## config.mk

```make
export PLATFORM = sky130hd
export DESIGN_NAME = load_aligner
export DESIGN_NICKNAME = d
export VERILOG_FILES = /design/src/rtl/load_aligner_pkg.sv /design/src/rtl/load_aligner_fmt.sv /design/src/rtl/load_aligner_ctrl.sv /design/src/rtl/load_aligner_dp.sv /design/src/rtl/load_aligner.sv
export SDC_FILE = /design/constraint.sdc
export NUM_CORES = 1
export LEC_CHECK = 0
export CAP_MARGIN = 20
export CORE_MARGIN = 5
export CORE_UTILIZATION = 50
export CTS_CLUSTER_DIAMETER = 40
export DETAILED_ROUTE_END_ITERATION = 12
export DONT_BUFFER_PORTS = 1
export PLACE_DENSITY_LB_ADDON = 0.08
export SETUP_SLACK_MARGIN = 0.15
export SYNTH_ARGS = -nofsm -noshare
export SYNTH_HDL_FRONTEND = slang
export SYNTH_SLANG_ARGS = --single-unit
```

## constraint.sdc

```tcl
create_clock -name clk -period 1.8 [get_ports clk]
set_clock_uncertainty 0.2 [all_clocks]
set_input_delay 0.18 -clock clk [delete_from_list [all_inputs] [get_ports clk]]
set_output_delay 0.18 -clock clk [all_outputs]
set_load 0.02 [all_outputs]
```

## src/rtl/load_aligner_pkg.sv

```systemverilog
package load_aligner_pkg;
  localparam int DATA_W = 32;
  localparam int LANES = DATA_W / 8;
  localparam int OFF_W = $clog2(LANES);

  localparam logic [1:0] SZ_BYTE = 2'd0;
  localparam logic [1:0] SZ_HALF = 2'd1;
  localparam logic [1:0] SZ_WORD = 2'd2;

  typedef struct packed {
    logic capture;  // latch request, compute read address/size
    logic load;     // memory data returned, register formatted result
  } ctrlStrobe_t;
endpackage

```

## src/rtl/load_aligner_fmt.sv

```systemverilog
module load_aligner_fmt
  import load_aligner_pkg::*;
(
  input  logic [DATA_W-1:0] memData,
  input  logic [OFF_W-1:0]  offset,
  input  logic [1:0]        effSize,
  input  logic              sgn,
  output logic [DATA_W-1:0] fmtData
);
  logic [DATA_W-1:0] rotWord [LANES];
  logic [7:0]        byteLane [LANES];
  logic [15:0]       halfLane [LANES/2];

  for (genvar i = 0; i < LANES; i++) begin : g_lane
    assign byteLane[i] = memData[8*i +: 8];
    if (i == 0) begin : g_rot0
      assign rotWord[i] = memData;
    end else begin : g_rotN
      assign rotWord[i] = {memData[8*i-1:0], memData[DATA_W-1:8*i]};
    end
  end

  for (genvar j = 0; j < LANES/2; j++) begin : g_half
    assign halfLane[j] = memData[16*j +: 16];
  end

  logic [7:0]  selByte;
  logic [15:0] selHalf;

  always_comb begin
    selByte = byteLane[offset];
    selHalf = halfLane[offset[OFF_W-1:1]];
    case (effSize)
      SZ_BYTE: fmtData = sgn ? {{(DATA_W-8){selByte[7]}}, selByte}
                             : {{(DATA_W-8){1'b0}}, selByte};
      SZ_HALF: begin
        if (offset[0])
          fmtData = {selHalf[7:0], {(DATA_W-16){1'b0}}, selHalf[15:8]};
        else if (sgn)
          fmtData = {{(DATA_W-16){selHalf[15]}}, selHalf};
        else
          fmtData = {{(DATA_W-16){1'b0}}, selHalf};
      end
      default: fmtData = rotWord[offset];
    endcase
  end
endmodule

```

## src/rtl/load_aligner_ctrl.sv

```systemverilog
module load_aligner_ctrl
  import load_aligner_pkg::*;
(
  input  logic        clk,
  input  logic        rstN,
  input  logic        reqValid,
  input  logic        memRdDone,
  output logic        reqReady,
  output logic        memRdValid,
  output logic        rspValid,
  output ctrlStrobe_t strobe
);
  typedef enum logic [1:0] {ST_IDLE, ST_ISSUE, ST_WAIT} state_e;
  state_e state, stateNext;

  always_comb begin
    reqReady       = (state == ST_IDLE);
    memRdValid     = (state == ST_ISSUE);
    strobe.capture = reqValid && (state == ST_IDLE);
    strobe.load    = memRdDone && (state == ST_WAIT);
    stateNext      = state;
    case (state)
      ST_IDLE:  if (reqValid) stateNext = ST_ISSUE;
      ST_ISSUE: stateNext = ST_WAIT;
      ST_WAIT:  if (memRdDone) stateNext = ST_IDLE;
      default:  stateNext = ST_IDLE;
    endcase
  end

  always_ff @(posedge clk) begin
    if (!rstN) begin
      state    <= ST_IDLE;
      rspValid <= 1'b0;
    end else begin
      state    <= stateNext;
      rspValid <= strobe.load;
    end
  end
endmodule

```

## src/rtl/load_aligner_dp.sv

```systemverilog
module load_aligner_dp
  import load_aligner_pkg::*;
#(
  parameter int ADDR_W = 32
) (
  input  logic              clk,
  input  logic              rstN,
  input  ctrlStrobe_t       strobe,
  input  logic [ADDR_W-1:0] reqAddr,
  input  logic [1:0]        reqSize,
  input  logic              reqSigned,
  input  logic [DATA_W-1:0] memRdData,
  output logic [ADDR_W-1:0] memRdAddr,
  output logic [1:0]        memRdSize,
  output logic [DATA_W-1:0] rspData
);
  logic [OFF_W-1:0]  heldOff;
  logic              heldSigned;
  logic              misSignedHalf;
  logic [1:0]        reqEffSize;
  logic [ADDR_W-1:0] reqRdAddr;
  logic [DATA_W-1:0] fmtData;

  always_comb begin
    misSignedHalf = (reqSize == SZ_HALF) && reqSigned && reqAddr[0];
    if (misSignedHalf)          reqEffSize = SZ_BYTE;
    else if (reqSize == SZ_BYTE) reqEffSize = SZ_BYTE;
    else if (reqSize == SZ_HALF) reqEffSize = SZ_HALF;
    else                         reqEffSize = SZ_WORD;
    case (reqEffSize)
      SZ_BYTE: reqRdAddr = reqAddr;
      SZ_HALF: reqRdAddr = {reqAddr[ADDR_W-1:1], 1'b0};
      default: reqRdAddr = {reqAddr[ADDR_W-1:OFF_W], {OFF_W{1'b0}}};
    endcase
  end

  always_ff @(posedge clk) begin
    if (!rstN) begin
      heldOff    <= '0;
      heldSigned <= 1'b0;
      memRdAddr  <= '0;
      memRdSize  <= SZ_BYTE;
      rspData    <= '0;
    end else begin
      if (strobe.capture) begin
        heldOff    <= reqAddr[OFF_W-1:0];
        heldSigned <= reqSigned;
        memRdAddr  <= reqRdAddr;
        memRdSize  <= reqEffSize;
      end
      if (strobe.load) rspData <= fmtData;
    end
  end

  load_aligner_fmt u_fmt (
    .memData (memRdData),
    .offset  (heldOff),
    .effSize (memRdSize),
    .sgn     (heldSigned),
    .fmtData (fmtData)
  );
endmodule

```

## src/rtl/load_aligner.sv

```systemverilog
module load_aligner
  import load_aligner_pkg::*;
#(
  parameter int ADDR_W = 32
) (
  input  logic              clk,
  input  logic              rstN,
  input  logic              reqValid,
  output logic              reqReady,
  input  logic [ADDR_W-1:0] reqAddr,
  input  logic [1:0]        reqSize,
  input  logic              reqSigned,
  output logic              memRdValid,
  output logic [ADDR_W-1:0] memRdAddr,
  output logic [1:0]        memRdSize,
  input  logic              memRdDone,
  input  logic [31:0]       memRdData,
  output logic              rspValid,
  output logic [31:0]       rspData
);
  ctrlStrobe_t strobe;

  load_aligner_ctrl u_ctrl (
    .clk        (clk),
    .rstN       (rstN),
    .reqValid   (reqValid),
    .memRdDone  (memRdDone),
    .reqReady   (reqReady),
    .memRdValid (memRdValid),
    .rspValid   (rspValid),
    .strobe     (strobe)
  );

  load_aligner_dp #(.ADDR_W(ADDR_W)) u_dp (
    .clk       (clk),
    .rstN      (rstN),
    .strobe    (strobe),
    .reqAddr   (reqAddr),
    .reqSize   (reqSize),
    .reqSigned (reqSigned),
    .memRdData (memRdData),
    .memRdAddr (memRdAddr),
    .memRdSize (memRdSize),
    .rspData   (rspData)
  );
endmodule

```

== Yosys cells after proc, flatten, opt, wreduce, memory -nomap -nowiden ==
Index checks and enable logic that the tools add are counted.
Cells by class
  magnitude comparators: 2
  reductions and logical operators: 9
  equal/unequal tests: 7
  bitwise operators: 2
  muxes and demuxes: 20
Operators by type and width (count)
  $mux W32: 5
  $bmux W32 S2: 1
  $pmux W32 S2: 1
  $mux W16: 3
  $bmux W8 S2: 1
  $mux W8: 2
  $mux W2: 5
  $eq A2 B1 Y1 const B: 4
  $logic_not A2 Y1: 4
  $pmux W2 S3: 1
  $logic_and A1 B1 Y1: 4
  $ne A2 B2 Y1 const B: 2
  $pmux W2 S2: 1
  $ge A3 B3 Y1 const B: 1
  $not A2 Y3: 1
  $eq A2 B2 Y1 const B: 1
  $ge A2 B2 Y1 const B: 1
  $not A1 Y2: 1
  $reduce_and A2 Y1: 1
Storage, ports and cells
  output and inout port bits: 69
  logic and storage cells: 47
  bits in registers: 72
  input bits: 71

== Logic depth before layout (Yosys ltp) ==
Gate-level depths: netlist of the first run.
  depth in word-level cells: 7
  gate-level depth with buffers: 6
  gate-level depth less buffers: 3

== By module ==
From an unflattened synthesis of the first run, not the netlist that was laid out.
Unflattened totals
  cells, all modules: 377
  area total of the unflattened synthesis: 3791.1 um2
Modules (own cells, without submodules)
  load_aligner_dp: sequential area each 1381.3 um2, area each 2656.3 um2, cells an instance 228, times used 1
  load_aligner_fmt: sequential area each 0.0 um2, area each 1016.0 um2, cells an instance 138, times used 1
  load_aligner_ctrl: sequential area each 60.1 um2, area each 118.9 um2, cells an instance 11, times used 1

== Least setup slack after synthesis of the first run ==
Ideal clock, no wire load.
  path kind: register to register
  from: register u_dp.heldOff[0]
  to: register u_dp.rspData[18]
  arrival: 1.473 ns
  buffers on the path: 2
  path slack: 0.008 ns
  setup time: 0.119 ns
  required time: 1.481 ns
  period minus slack after synthesis: 1.792 ns
  cell stages (with the launch flop): 6
  cell sequence: dfxtp_1 > buf_2 > buf_2 > mux4_2 > a21oi_1 > a21oi_1
Between the ends
  word-level cells in the longest chain between the ends: 6
  elaborated cells between the ends (all ways): 10
  those cells by class: 9 x mux; 1 x bitwise
RTL lines
  from (decl): RTL line load_aligner_dp.sv:17  | logic [OFF_W-1:0] heldOff;
  from (signal assigned): RTL line load_aligner_dp.sv:46  | heldOff <= reqAddr[OFF_W-1:0];
  $not A2 Y3 (implied by the code): RTL line load_aligner_fmt.sv:31, load_aligner_fmt.sv:44
  $bmux W8 S2: RTL line load_aligner_fmt.sv:31  | selByte = byteLane[offset];
  $mux W8 (implied by the code) (2 in series): RTL line load_aligner_fmt.sv:31
  $mux W32: RTL line load_aligner_fmt.sv:34  | SZ_BYTE: fmtData = sgn ? {{(DATA_W-8){selByte[7]}}, selByte}
  $pmux W32 S2 (*): RTL line load_aligner_fmt.sv:33  | case (effSize)
  to (signal assigned): RTL line load_aligner_dp.sv:51  | if (strobe.load) rspData <= fmtData;
  to (decl): RTL line load_aligner_dp.sv:15  | output logic [DATA_W-1:0] rspData
Every way passes the cells marked *; elsewhere a longest branch is shown, timed or not. The select of a mux whose other input is x is not followed.
A chain may end at the register's enable or synchronous reset.

== Worst setup path after layout of the first run ==
  from: register u_dp.heldOff[1]
  to: register u_dp.rspData[30]
Between the ends
  word-level cells in the longest chain between the ends: 7
  elaborated cells between the ends (all ways): 15
  those cells by class: 13 x mux; 2 x bitwise
RTL lines
  $not A1 Y2 (implied by the code): RTL line load_aligner_fmt.sv:32  | selHalf = halfLane[offset[OFF_W-1:1]];
  $mux W16 (implied by the code) (3 in series): RTL line load_aligner_fmt.sv:32
  $mux W32: RTL line load_aligner_fmt.sv:39  | else if (sgn)
  $mux W32: RTL line load_aligner_fmt.sv:37  | if (offset[0])
  $pmux W32 S2 (*): RTL line load_aligner_fmt.sv:33
Marked as above.

==> results.md, run 1 <==
* Hold Slack at 0.00975 ns
* Hpwl dp at just under 7 mm
* Initial drt markers at between 100 and 150
* YS warnings at 0
* # setup viols final at 0
* CP Class: flip-flop to flip-flop
* Avg Cell Area, Syn at approximately 9.2 um2
* GR Util All Layers at 0.233
* Die height at about 96 um
* R2R setup slack at about 0.034 ns
* Post-Syn Nets at 470
* Fin. Hold Viols at 0
* Hold Path Origin: memRdData[11]
* Worst flop-to-flop path endpoint: u_dp.rspData[30]$_SDFFE_PN0P_
* Worst-path maximum fanout at 16
* Min-Delay Path Class: input port to flip-flop
* Crit path launch type: flip-flop
* Mapped Area at ~3700 um2
* Most frequent cells in the layout: nand2_1 (96), dfxtp_1 (70), dlygate4sd3_1 (59), a21boi_0 (43), mux2_2 (32)
* Slew @ Worst Pin at a little over 0.7 ns
* Final #Nets at roughly 530
* Tmin final at approximately 1.8 ns
* Crit end category: flip-flop
* Total congestion overflow at 0
* Req. time, crit path at around 1.8 ns
* Antenna violations before repair at 0
* CP max stage delay at ~0.57 ns
* Vias in the first global route at 3,211
* Clk pin slew, worst setup/hold paths at 0.07 ns
* Routed Antenna Nets at 0
* Vias at ~3,200
* Routability cong. at roughly 0.82
* Die width at roughly 96 um
* CTS Buffer Depth at 2
* Row count at 31
* RSZ-0062 raised after global routing: yes
* Clock latency on the worst-skew pair at 0.34 ns
* Worst path top cell family by delay: multiplexers
* Highest clock rate at 0.566 GHz
* Commonest non-fill, non-tap cell in the layout: nand2_1
* Pwr/cell area at between 700 and 800 nW/um2
* Final Max Tran Viols at 0
* Mapped Cells at 399
* DR DRC count at 0
* Initial Util at 0.508
* Wire per inst at 19.2 um
* Max Cap Violations at 0
* Avg Vias per Cell at roughly 5.7
* Area Growth Syn to Fin at 30.3%
* Hold Path Sink: u_dp.rspData[11]$_SDFFE_PN0P_
* #FFs+latches synth at just over 70
* Die Footprint at 9140 um2
* CTS buffer count at 9
* Share of cells above drive strength 1 at 0.226
* Largest net degree at the start of global routing at 73
* Sequential share of the synthesized area at 0.393
* Crit path DAT at 1.78 ns
* Port bufs at 0
* Slowest-stage cell, CP: mux4_2
* Leak Pwr at ~1.7 nW
* VDD IR max at 0.000359 V
* Count of cell types in the netlist at 27
* First-pass GRT wire length at 16.4 mm
* Clock sinks at 72
* First drt pass iteration count at 4
* Stages on the worst setup path at 4
* N_diodes at 0
* DRT Wirelength at 10.8 mm
* H-tree depth at 3
* Clock Tree Root: clkbuf_8
* Util after Layout at 0.662
* CTS tree: yes
* Hold Path Cell Cnt at 3
* Reg2reg path depth at 4
* Outcome: finished clean
* Ports at 140
* Slew HR at 0.523
* Buffer and inverter count on the worst path at 1
* Cells along the critical path: mux4_2, a32oi_4, buf_12, a31oi_4
* Core Area at 7210 um2
* Final cycle utilization of the critical path at 0.981
* Worst r2r src: u_dp.heldOff[1]$_SDFFE_PN0P_
## metrics by stage
step           setup TNS, ns  cell area [um2]  total power, mW  std cells  setup slack [ns]
2_1_floorplan              0             3670             2.21        399            0.0325
3_3_place_gp          -0.813             3840             2.31        480            -0.134
3_5_place_dp           -1.46             3840             2.32        480            -0.166
4_1_cts                    0             4670             3.68        557            0.0483
5_1_grt                    0             4780             3.85        560           0.00304
6_report                   0             4780             3.68        560            0.0344
## cells in the mapped netlist
cell       n  area, um2
a21boi_0  44        330
a21boi_1   1       7.51
a21oi_1   24        120
a21oi_2    1       8.76
a22oi_1   16        120
a31oi_1   16        100
a32oi_4    1       27.5
and2_1     3       18.8
and3b_1    2       17.5
buf_1      3       11.3
buf_2     10       50.1
buf_6      2       22.5
clkbuf_1  22       82.6
dfxtp_1   72       1440
mux2_2    32        360
mux4_2    16        360
nand2_1   96        360
nand2b_1   1       6.26
nand3b_1   2       15.0
nand4b_1   2       17.5
nor2_1     1       3.75
nor2b_1    2       12.5
nor3b_1    3       22.5
nor3b_2    1       12.5
o21a_1     1       7.51
o21ai_0   24        120
or3b_2     1       8.76
## power breakdown
group	switching, mW	internal, mW	leakage, nW
clock network	0.600	0.627	0.0948
logic	0.288	0.350	0.998
registers	0.144	1.67	0.589
total	1.03	2.65	1.68
## final cells by class
type | instances | area (um2)
Fill cell | 603 | 2440
Multi-Input combinational cell | 290 | 2130
Sequential cell | 72 | 1450
Timing Repair Buffer | 84 | 895
Clock buffer | 9 | 124
Tap cell | 99 | 124
Clock inverter | 6 | 61.3
## cells by family (layout without fill, tap and decap cells)
| logic type | Yosys count | after routing | share of synthesized area |
|---|---|---|---|
| buffers and inverters | 37 | 99 | 0.0454 |
| DFF | 72 | 72 | 0.393 |
| AOI/OAI and AO/OA | 128 | 128 | 0.230 |
| and+or+nand+nor | 114 | 114 | 0.135 |
| muxes | 48 | 48 | 0.197 |
## repair_timing
| item | 4_1_cts | 5_1_grt |
|---|---|---|
| hold buffers | 59 | 1 |
| endpoints found under the hold margin | 72 | 1 |
| buffers inserted | 3 | 1 |
| endpoints found under the setup margin | 30 | 33 |
| pin swaps | 0 | 2 |
| gates cloned | 0 | 1 |
| resized for setup | 7 | 13 |
## state kept, by name (all words and copies together), names as in the netlist
signal and count:
u_dp.memRdSize 2, u_ctrl.state 2, u_ctrl.rspValid 1, u_dp.heldSigned 1, u_dp.rspData 32, u_dp.memRdAddr 32, u_dp.heldOff 2
## per-layer routing
| metal | global-route usage | up-vias | wire length (um) |
|---|---|---|---|
| met4 | 0.102 | 0 | 246 |
| met3 | 0.0860 | 18 | 1110 |
| met2 | 0.367 | 142 | 5100 |
| met5 | 0 | - | 0 |
| li1 | - | 1546 | - |
| met1 | 0.284 | 1506 | 4310 |
## how the worst max path moves through the flow
stage / start / to / slack, ns
final: u_dp.heldOff[1]$_SDFFE_PN0P_ / u_dp.rspData[30]$_SDFFE_PN0P_ / 0.03
after global routing: u_dp.heldOff[1]$_SDFFE_PN0P_ / u_dp.rspData[30]$_SDFFE_PN0P_ / 0.003
after CTS: u_dp.heldOff[1]$_SDFFE_PN0P_ / u_dp.rspData[30]$_SDFFE_PN0P_ / 0.05
after detailed placement: u_dp.heldOff[1]$_SDFFE_PN0P_ / u_dp.rspData[30]$_SDFFE_PN0P_ / -0.17
after global placement: u_dp.heldOff[1]$_SDFFE_PN0P_ / u_dp.rspData[31]$_SDFFE_PN0P_ / -0.13
after floorplan: u_dp.heldOff[1]$_SDFFE_PN0P_ / u_dp.rspData[29]$_SDFFE_PN0P_ / 0.03
## worst min-delay path, delay by kind of cell
kind,cells,cell delay (ns)
compound gates,2,0.20
mux,1,0.12
No activity file was read; power rests on OpenSTA's default activity.
==> inputs of run 2 (changes only) <==
--- a/config.mk
+++ b/config.mk
@@ -11,7 +11,8 @@
 export CTS_CLUSTER_DIAMETER = 40
 export DETAILED_ROUTE_END_ITERATION = 12
 export DONT_BUFFER_PORTS = 1
-export PLACE_DENSITY_LB_ADDON = 0.08
+export GPL_ROUTABILITY_DRIVEN = 0
+export PLACE_DENSITY_LB_ADDON = 0.3
 export SETUP_SLACK_MARGIN = 0.15
 export SYNTH_ARGS = -nofsm -noshare
 export SYNTH_HDL_FRONTEND = slang
==> run 2 against run 1 <==
Sequential power barely moved; count of clock-buffer cells in the layout did not move; register-to-register slack barely moved; worst hold slack improved by 0.0048 ns; non-clock buffer count rose by 11; clock power rose by 27%; fmax fell by 0.24%; first-iteration DRC count rose by 140%; via count rose by 5.6%; largest power group unchanged; core utilization rose by 1.6 points; wire length rose by 8.9%.
==> results.md, run 2 (same netlist as run 1, synthesis figures left out) <==
* Outcome: finished clean (unchanged)
* Share of cells above drive strength 1 at 0.243 (was 0.226)
* CP max stage delay at 0.57 ns (about the same)
* Slew HR at 0.739 (was 0.523)
* First-pass GRT wire length at 17.7 mm (was 16.4 mm)
* CP Class: flip-flop to flip-flop (unchanged)
* Crit path launch type: flip-flop (unchanged)
* Row count at 31 (unchanged)
* Worst-path maximum fanout at 4 (was 16)
* Fin. Hold Viols at 0 (unchanged)
* CTS buffer count at 9 (unchanged)
* H-tree depth at 3 (unchanged)
* First drt pass iteration count at 4 (unchanged)
* Non-filler instance count after layout at 572 (was 560)
* Core Area at 7210 um2 (unchanged)
* CTS Buffer Depth at 2 (unchanged)
* Clk pin slew, worst setup/hold paths at 0.08 ns (was 0.07 ns)
* Wire per inst at 20.5 um (was 19.2 um)
* Vias in the first global route at 3,492 (was 3,211)
* Die width at 95.6 um (unchanged)
* Max Cap Violations at 0 (unchanged)
* Port bufs at 0 (unchanged)
* Worst path top cell family by delay: multiplexers (unchanged)
* Vias at 3,391 (was 3,212)
* Area Growth Syn to Fin at 33.4% (was 30.3%)
* Antenna violations before repair at 0 (unchanged)
* Inst Count DP at 485 (was 480)
* Slew @ Worst Pin at 0.390 ns (was 0.713 ns)
* N_diodes at 0 (unchanged)
* CP Launch Point: u_dp.heldOff[1]$_SDFFE_PN0P_ (unchanged)
* Pwr/cell area at 824 nW/um2 (was 770 nW/um2)
* Final Max Tran Viols at 0 (unchanged)
* Initial Util at 0.508 (unchanged)
* DRT Wirelength at 11.7 mm (was 10.8 mm)
* # setup viols final at 0 (unchanged)
* Setup WS pre-CTS at 0.0744 ns (was -0.166 ns)
* Setup_tns at 0 ns (unchanged)
* Initial drt markers at 244 (was 103)
* CTS tree: yes (unchanged)
* Clock sinks at 72 (unchanged)
* Cells along the critical path: mux4_2, a32oi_4, buf_4, a21oi_1 (was mux4_2, a32oi_4, buf_12, a31oi_4)
* Clock Tree Root: clkbuf_8 (unchanged)
* Busiest grt layer: met2 (unchanged)
* Worst r2r src: u_dp.heldOff[1]$_SDFFE_PN0P_ (unchanged)
* Ports at 140 (unchanged)
* Met3 Usage GRT at 0.0742 (was 0.0860)
* Highest clock rate at 0.565 GHz (was 0.566 GHz)
* Worst Setup Slack, final at 0.0301 ns (was 0.0344 ns)
* Most frequent cells in the layout: nand2_1 (96), dfxtp_1 (69), dlygate4sd3_1 (63), a21boi_0 (44), mux2_2 (32) (was nand2_1 (96), dfxtp_1 (70), dlygate4sd3_1 (59), a21boi_0 (43), mux2_2 (32))
* Largest net degree at the start of global routing at 73 (unchanged)
* Crit path DAT at 1.80 ns (was 1.78 ns)
* Avg Vias per Cell at 5.93 (was 5.74)
* Hold Path Origin: memRdData[2] (was memRdData[11])
* Filler cells at 539 (was 603)
* DR DRC count at 0 (unchanged)
* Die Footprint at 9140 um2 (unchanged)
* Commonest non-fill, non-tap cell in the layout: nand2_1 (unchanged)
* Total congestion overflow at 0 (unchanged)
* Leading registers by flop count: u_dp.memRdAddr: 32 flops, u_dp.rspData: 32 flops (unchanged)
* Tmin final at 1.77 ns (about the same)
* VDD IR max at 0.000432 V (was 0.000359 V)
* GR Util All Layers at 0.249 (was 0.233)
* Die height at 95.6 um (unchanged)
* Final #Nets at 539 (was 528)
* Routed Antenna Nets at 0 (unchanged)
* Met2 Usage GRT at 0.435 (was 0.367)
* Req. time, crit path at 1.83 ns (was 1.81 ns)
* Util after Layout at 0.678 (was 0.662)
* Hpwl dp at 7.17 mm (was 6.76 mm)
* Crit end category: flip-flop (unchanged)
* GRT met1 Usage at 0.281 (was 0.284)
* RSZ-0062 raised after global routing: yes (unchanged)
* Slowest-stage cell, CP: mux4_2 (unchanged)
* Clock latency on the worst-skew pair at 0.34 ns (about the same)
* Final cycle utilization of the critical path at 0.983 (was 0.981)
* Leak Pwr at 1.74 nW (was 1.68 nW)
* Buffer and inverter count on the worst path at 1 (unchanged)
* Min-Delay Path Class: input port to flip-flop (unchanged)
## run 2: layout make-up
cell class | count | area, um2 | share of cell area
clock buffers | 9 | 124 | 0.0253
clock inverters | 7 | 120 | 0.0246
multi-input cells | 290 | 2140 | 0.437
flip-flops and latches | 72 | 1450 | 0.296
well taps | 99 | 124 | 0.0253
repair buffers | 95 | 937 | 0.192
## run 2: tightest hold or removal path, stage by stage
cell	delay [ns]
mux2_2	0.13
a21oi_1	0.06
a31oi_1	0.15
## run 2: where the power goes
part / internal, mW / switching, mW
sequential: 1.67 / 0.148
clock: 0.923 / 0.640
combinational: 0.354 / 0.299
total: 2.95 / 1.09
## run 2: repair_timing
item	in CTS	in global routing
endpoints found under the setup margin	49	42
buffers inserted	0	5
hold buffers	64	0
hold endpoints to repair	72	0
pin swaps	1	0
cloned	0	2
resized for setup	4	18
## run 2: layer usage
layer	vias to the layer above	part of all wire	wire (um)
li1	1569	-	-
met1	1627	0.37	4380
met3	18	0.11	1290
met4	0	0.015	174
met5	-	0	0
met2	177	0.50	5880
## run 2: stage by stage
stage / hold slack, ns / cell area (um2) / power [mW]
after floorplan: 0.117 / 3670 / 2.21
after global placement: 0.111 / 3850 / 2.30
after detailed placement: 0.117 / 3850 / 2.32
after CTS: 0.0000782 / 4760 / 4.02
after global routing: 0.0241 / 4890 / 4.19
final: 0.0146 / 4890 / 4.03
## run 2: final timing paths
path                                                       to  slack (ns)  cells after the start
worst min register to register   u_dp.heldSigned$_SDFFE_PN0P_        0.34                      2
worst max-delay path            u_dp.rspData[16]$_SDFFE_PN0P_        0.03                      4
worst max register to register  u_dp.rspData[16]$_SDFFE_PN0P_        0.03                      4
worst min-delay path            u_dp.rspData[26]$_SDFFE_PN0P_        0.01                      3
==> inputs of run 3 (changes only) <==
--- a/config.mk
+++ b/config.mk
@@ -6,8 +6,9 @@
 export NUM_CORES = 1
 export LEC_CHECK = 0
 export CAP_MARGIN = 20
-export CORE_MARGIN = 5
+export CORE_MARGIN = 2
 export CORE_UTILIZATION = 50
+export CTS_BUF_LIST = sky130_fd_sc_hd__clkbuf_8
 export CTS_CLUSTER_DIAMETER = 40
 export DETAILED_ROUTE_END_ITERATION = 12
 export DONT_BUFFER_PORTS = 1
==> constraint.sdc (replaced) <==
create_clock -name clk -period 2.2 [get_ports clk]
set_clock_uncertainty 0.2 [all_clocks]
set_input_delay 0.22 -clock clk [delete_from_list [all_inputs] [get_ports clk]]
set_output_delay 0.22 -clock clk [all_outputs]
set_load 0.02 [all_outputs]
==> run 3 against run 2 <==
First-iteration DRC count is 41% lower; register-to-register slack better by 0.21 ns; global-route usage is 0.97 points lower; count of clock-buffer cells in the layout is 1 higher; clock power is 23% lower; worst hold slack better by 0.016 ns; non-clock buffer count is 38 lower; worst setup slack better by 0.21 ns; cell count is 6.6% lower; die area is 12% lower; sequential share of layout area is 2.7 points higher; total power is 22% lower; critical path type is now input port to flip-flop.
==> results.md, run 3 (same netlist as run 1, synthesis figures left out) <==
* Outcome: finished clean (unchanged)
* CTS Buffer Depth at 2 (unchanged)
* Worst Setup Slack, final at 0.237 ns (was 0.0301 ns)
* Hold Path Origin: memRdData[6] (was memRdData[2])
* Crit end category: flip-flop (unchanged)
* N_diodes at 0 (unchanged)
* Leading registers by flop count: u_dp.memRdAddr: 32 flops, u_dp.rspData: 32 flops (unchanged)
* Most frequent cells in the layout: nand2_1 (96), dfxtp_1 (71), a21boi_0 (44), dlygate4sd3_1 (39), mux2_2 (32) (was nand2_1 (96), dfxtp_1 (69), dlygate4sd3_1 (63), a21boi_0 (44), mux2_2 (32))
* Clk pin slew, worst setup/hold paths at 0.08 ns (about the same)
* Port bufs at 0 (unchanged)
* Hold Path Cell Cnt at 3 (unchanged)
* Largest net degree at the start of global routing at 73 (unchanged)
* Die Footprint at 8030 um2 (was 9140 um2)
* First drt pass iteration count at 4 (unchanged)
* Sequential cell area at 1440 um2 (was 1450 um2)
* Pwr/cell area at 704 nW/um2 (was 824 nW/um2)
* VDD IR max at 0.000341 V (was 0.000432 V)
* Tmin final at 1.96 ns
* CTS tree: yes (unchanged)
* DR DRC count at 0 (unchanged)
* Clock latency on the worst-skew pair at 0.34 ns (about the same)
* CTS buffer count at 9 (unchanged)
* H-tree depth at 3 (unchanged)
* Die width at 89.6 um (was 95.6 um)
* Final Max Tran Viols at 0 (unchanged)
* Reg2reg path depth at 5 (was 4)
* Final #Nets at 501 (was 539)
* Initial Util at 0.511 (was 0.508)
* R2R setup slack at 0.24 ns (was 0.03 ns)
* Leak Pwr at 1.56 nW (was 1.74 nW)
* First-pass GRT wire length at 14.6 mm (was 17.7 mm)
* Wire per inst at 18.5 um (was 20.5 um)
* GR Util All Layers at 0.239 (was 0.249)
* Commonest non-fill, non-tap cell in the layout: nand2_1 (unchanged)
* Initial drt markers at 143 (was 244)
* Clock Tree Root: clkbuf_8 (unchanged)
* Hold Path Sink: u_dp.rspData[30]$_SDFFE_PN0P_ (was u_dp.rspData[26]$_SDFFE_PN0P_)
* Total congestion overflow at 0 (unchanged)
* Area of the multi-input gates at 2070 um2 (was 2140 um2)
* Fin. Hold Viols at 0 (unchanged)
* Setup_tns at 0 ns (unchanged)
* Req. time, crit path at 2.28 ns (was 1.83 ns)
* Max Cap Violations at 0 (unchanged)
* Post-layout instance area at 4460 um2 (was 4890 um2)
* Highest clock rate at about 0.5 GHz
* Power, Total at 3.14 mW (was 4.03 mW)
* Die height at 89.6 um (was 95.6 um)
* Core Area at 7180 um2 (was 7210 um2)
* Worst r2r src: u_ctrl.state[0]$_SDFFE_PN0P_ (was u_dp.heldOff[1]$_SDFFE_PN0P_)
* Antenna violations before repair at 0 (unchanged)
* Ports at 140 (unchanged)
* CP Launch Point: reqValid (was u_dp.heldOff[1]$_SDFFE_PN0P_)
* Placed Area at 3760 um2 (was 3850 um2)
* RSZ-0062 raised after global routing: no (was yes)
* Worst flop-to-flop path endpoint: u_dp.memRdAddr[0]$_SDFFE_PN0P_ (was u_dp.rspData[16]$_SDFFE_PN0P_)
* Filler cells at 574 (was 539)
* Min-Delay Path Class: input port to flip-flop (unchanged)
* Slew @ Worst Pin at 0.546 ns (was 0.390 ns)
* Crit path launch type: input port (was flip-flop)
* Slew HR at 0.635 (was 0.739)
* Share of cells above drive strength 1 at 0.202 (was 0.243)
* Setup WS pre-CTS at 0.218 ns (was 0.0744 ns)
* Hpwl dp at 6.35 mm (was 7.17 mm)
* CP Class: input port to flip-flop (was flip-flop to flip-flop)
* Area Growth Syn to Fin at 21.5% (was 33.4%)
* Routed Antenna Nets at 0 (unchanged)
* Hold Slack at 0.0301 ns (was 0.0146 ns)
* DRT Wirelength at 9.86 mm (was 11.7 mm)
* Clock sinks at 72 (unchanged)
* Final cycle utilization of the critical path at 0.892
* Avg Vias per Cell at 5.88 (was 5.93)
* Row count at 31 (unchanged)
* Crit path DAT at 2.04 ns (was 1.80 ns)
* Vias in the first global route at 3,059 (was 3,492)
* # setup viols final at 0 (unchanged)
* Vias at 3,141 (was 3,391)
* Worst-path maximum fanout at 19 (was 4)
## run 3: cell types whose count changed in the layout (fill, tap and decap cells not counted), sizes merged
cell	delta
dlygate4sd3	-24
buf	-15
clkbuf	+2
clkinv	-2
inv	+2
bufinv	-1
## run 3: area by class of cell
cell class                 instances  share of cell area
sequential                        72               0.324
clock buffer                      10              0.0309
tap                               99              0.0278
multi-input combinational        290               0.464
timing repair buffer              57               0.133
clock inverter                     6              0.0202
## run 3: report_power, final
part	leakage (nW)	switching (mW)	internal, mW
Sequential	0.588	0.122	1.37
Combinational	0.857	0.210	0.242
Clock	0.113	0.520	0.676
## run 3: per-stage QoR
| stage | cells | utilization |
|---|---|---|
| 2_1_floorplan | 399 | - |
| 3_3_place_gp | 475 | 0.524 |
| 3_5_place_dp | 475 | 0.524 |
| 4_1_cts | 530 | 0.613 |
| 5_1_grt | 534 | 0.621 |
| 6_report | 534 | 0.621 |
## run 3: timing repair
item	4_1_cts	5_1_grt
endpoints found under the hold margin	72	1
endpoints found under the setup margin	0	7
hold buffers	39	1
setup buffers	0	2
gates resized for setup	0	2
## run 3: critical path: stages
cell and delay, ns:
dlygate4sd3_1 0.54, nor3b_4 0.24, clkbuf_16 0.22, nand4b_1 0.09, dlygate4sd3_1 0.57, a21boi_0 0.15
## run 3: how the worst max path moves through the flow
stage	slack (ns)	to
after floorplan	0.41	u_dp.rspData[18]$_SDFFE_PN0P_
after global placement	0.25	u_dp.rspData[29]$_SDFFE_PN0P_
after detailed placement	0.22	u_dp.rspData[25]$_SDFFE_PN0P_
after CTS	0.19	u_dp.rspData[25]$_SDFFE_PN0P_
after global routing	0.15	u_dp.memRdAddr[0]$_SDFFE_PN0P_
final	0.24	u_dp.memRdAddr[0]$_SDFFE_PN0P_
## run 3: layer usage
| layer | track usage | part of all wire |
|---|---|---|
| met5 | 0 | 0 |
| met4 | 0.0868 | 0.010 |
| met3 | 0.0832 | 0.099 |
| met2 | 0.408 | 0.48 |
| met1 | 0.278 | 0.41 |
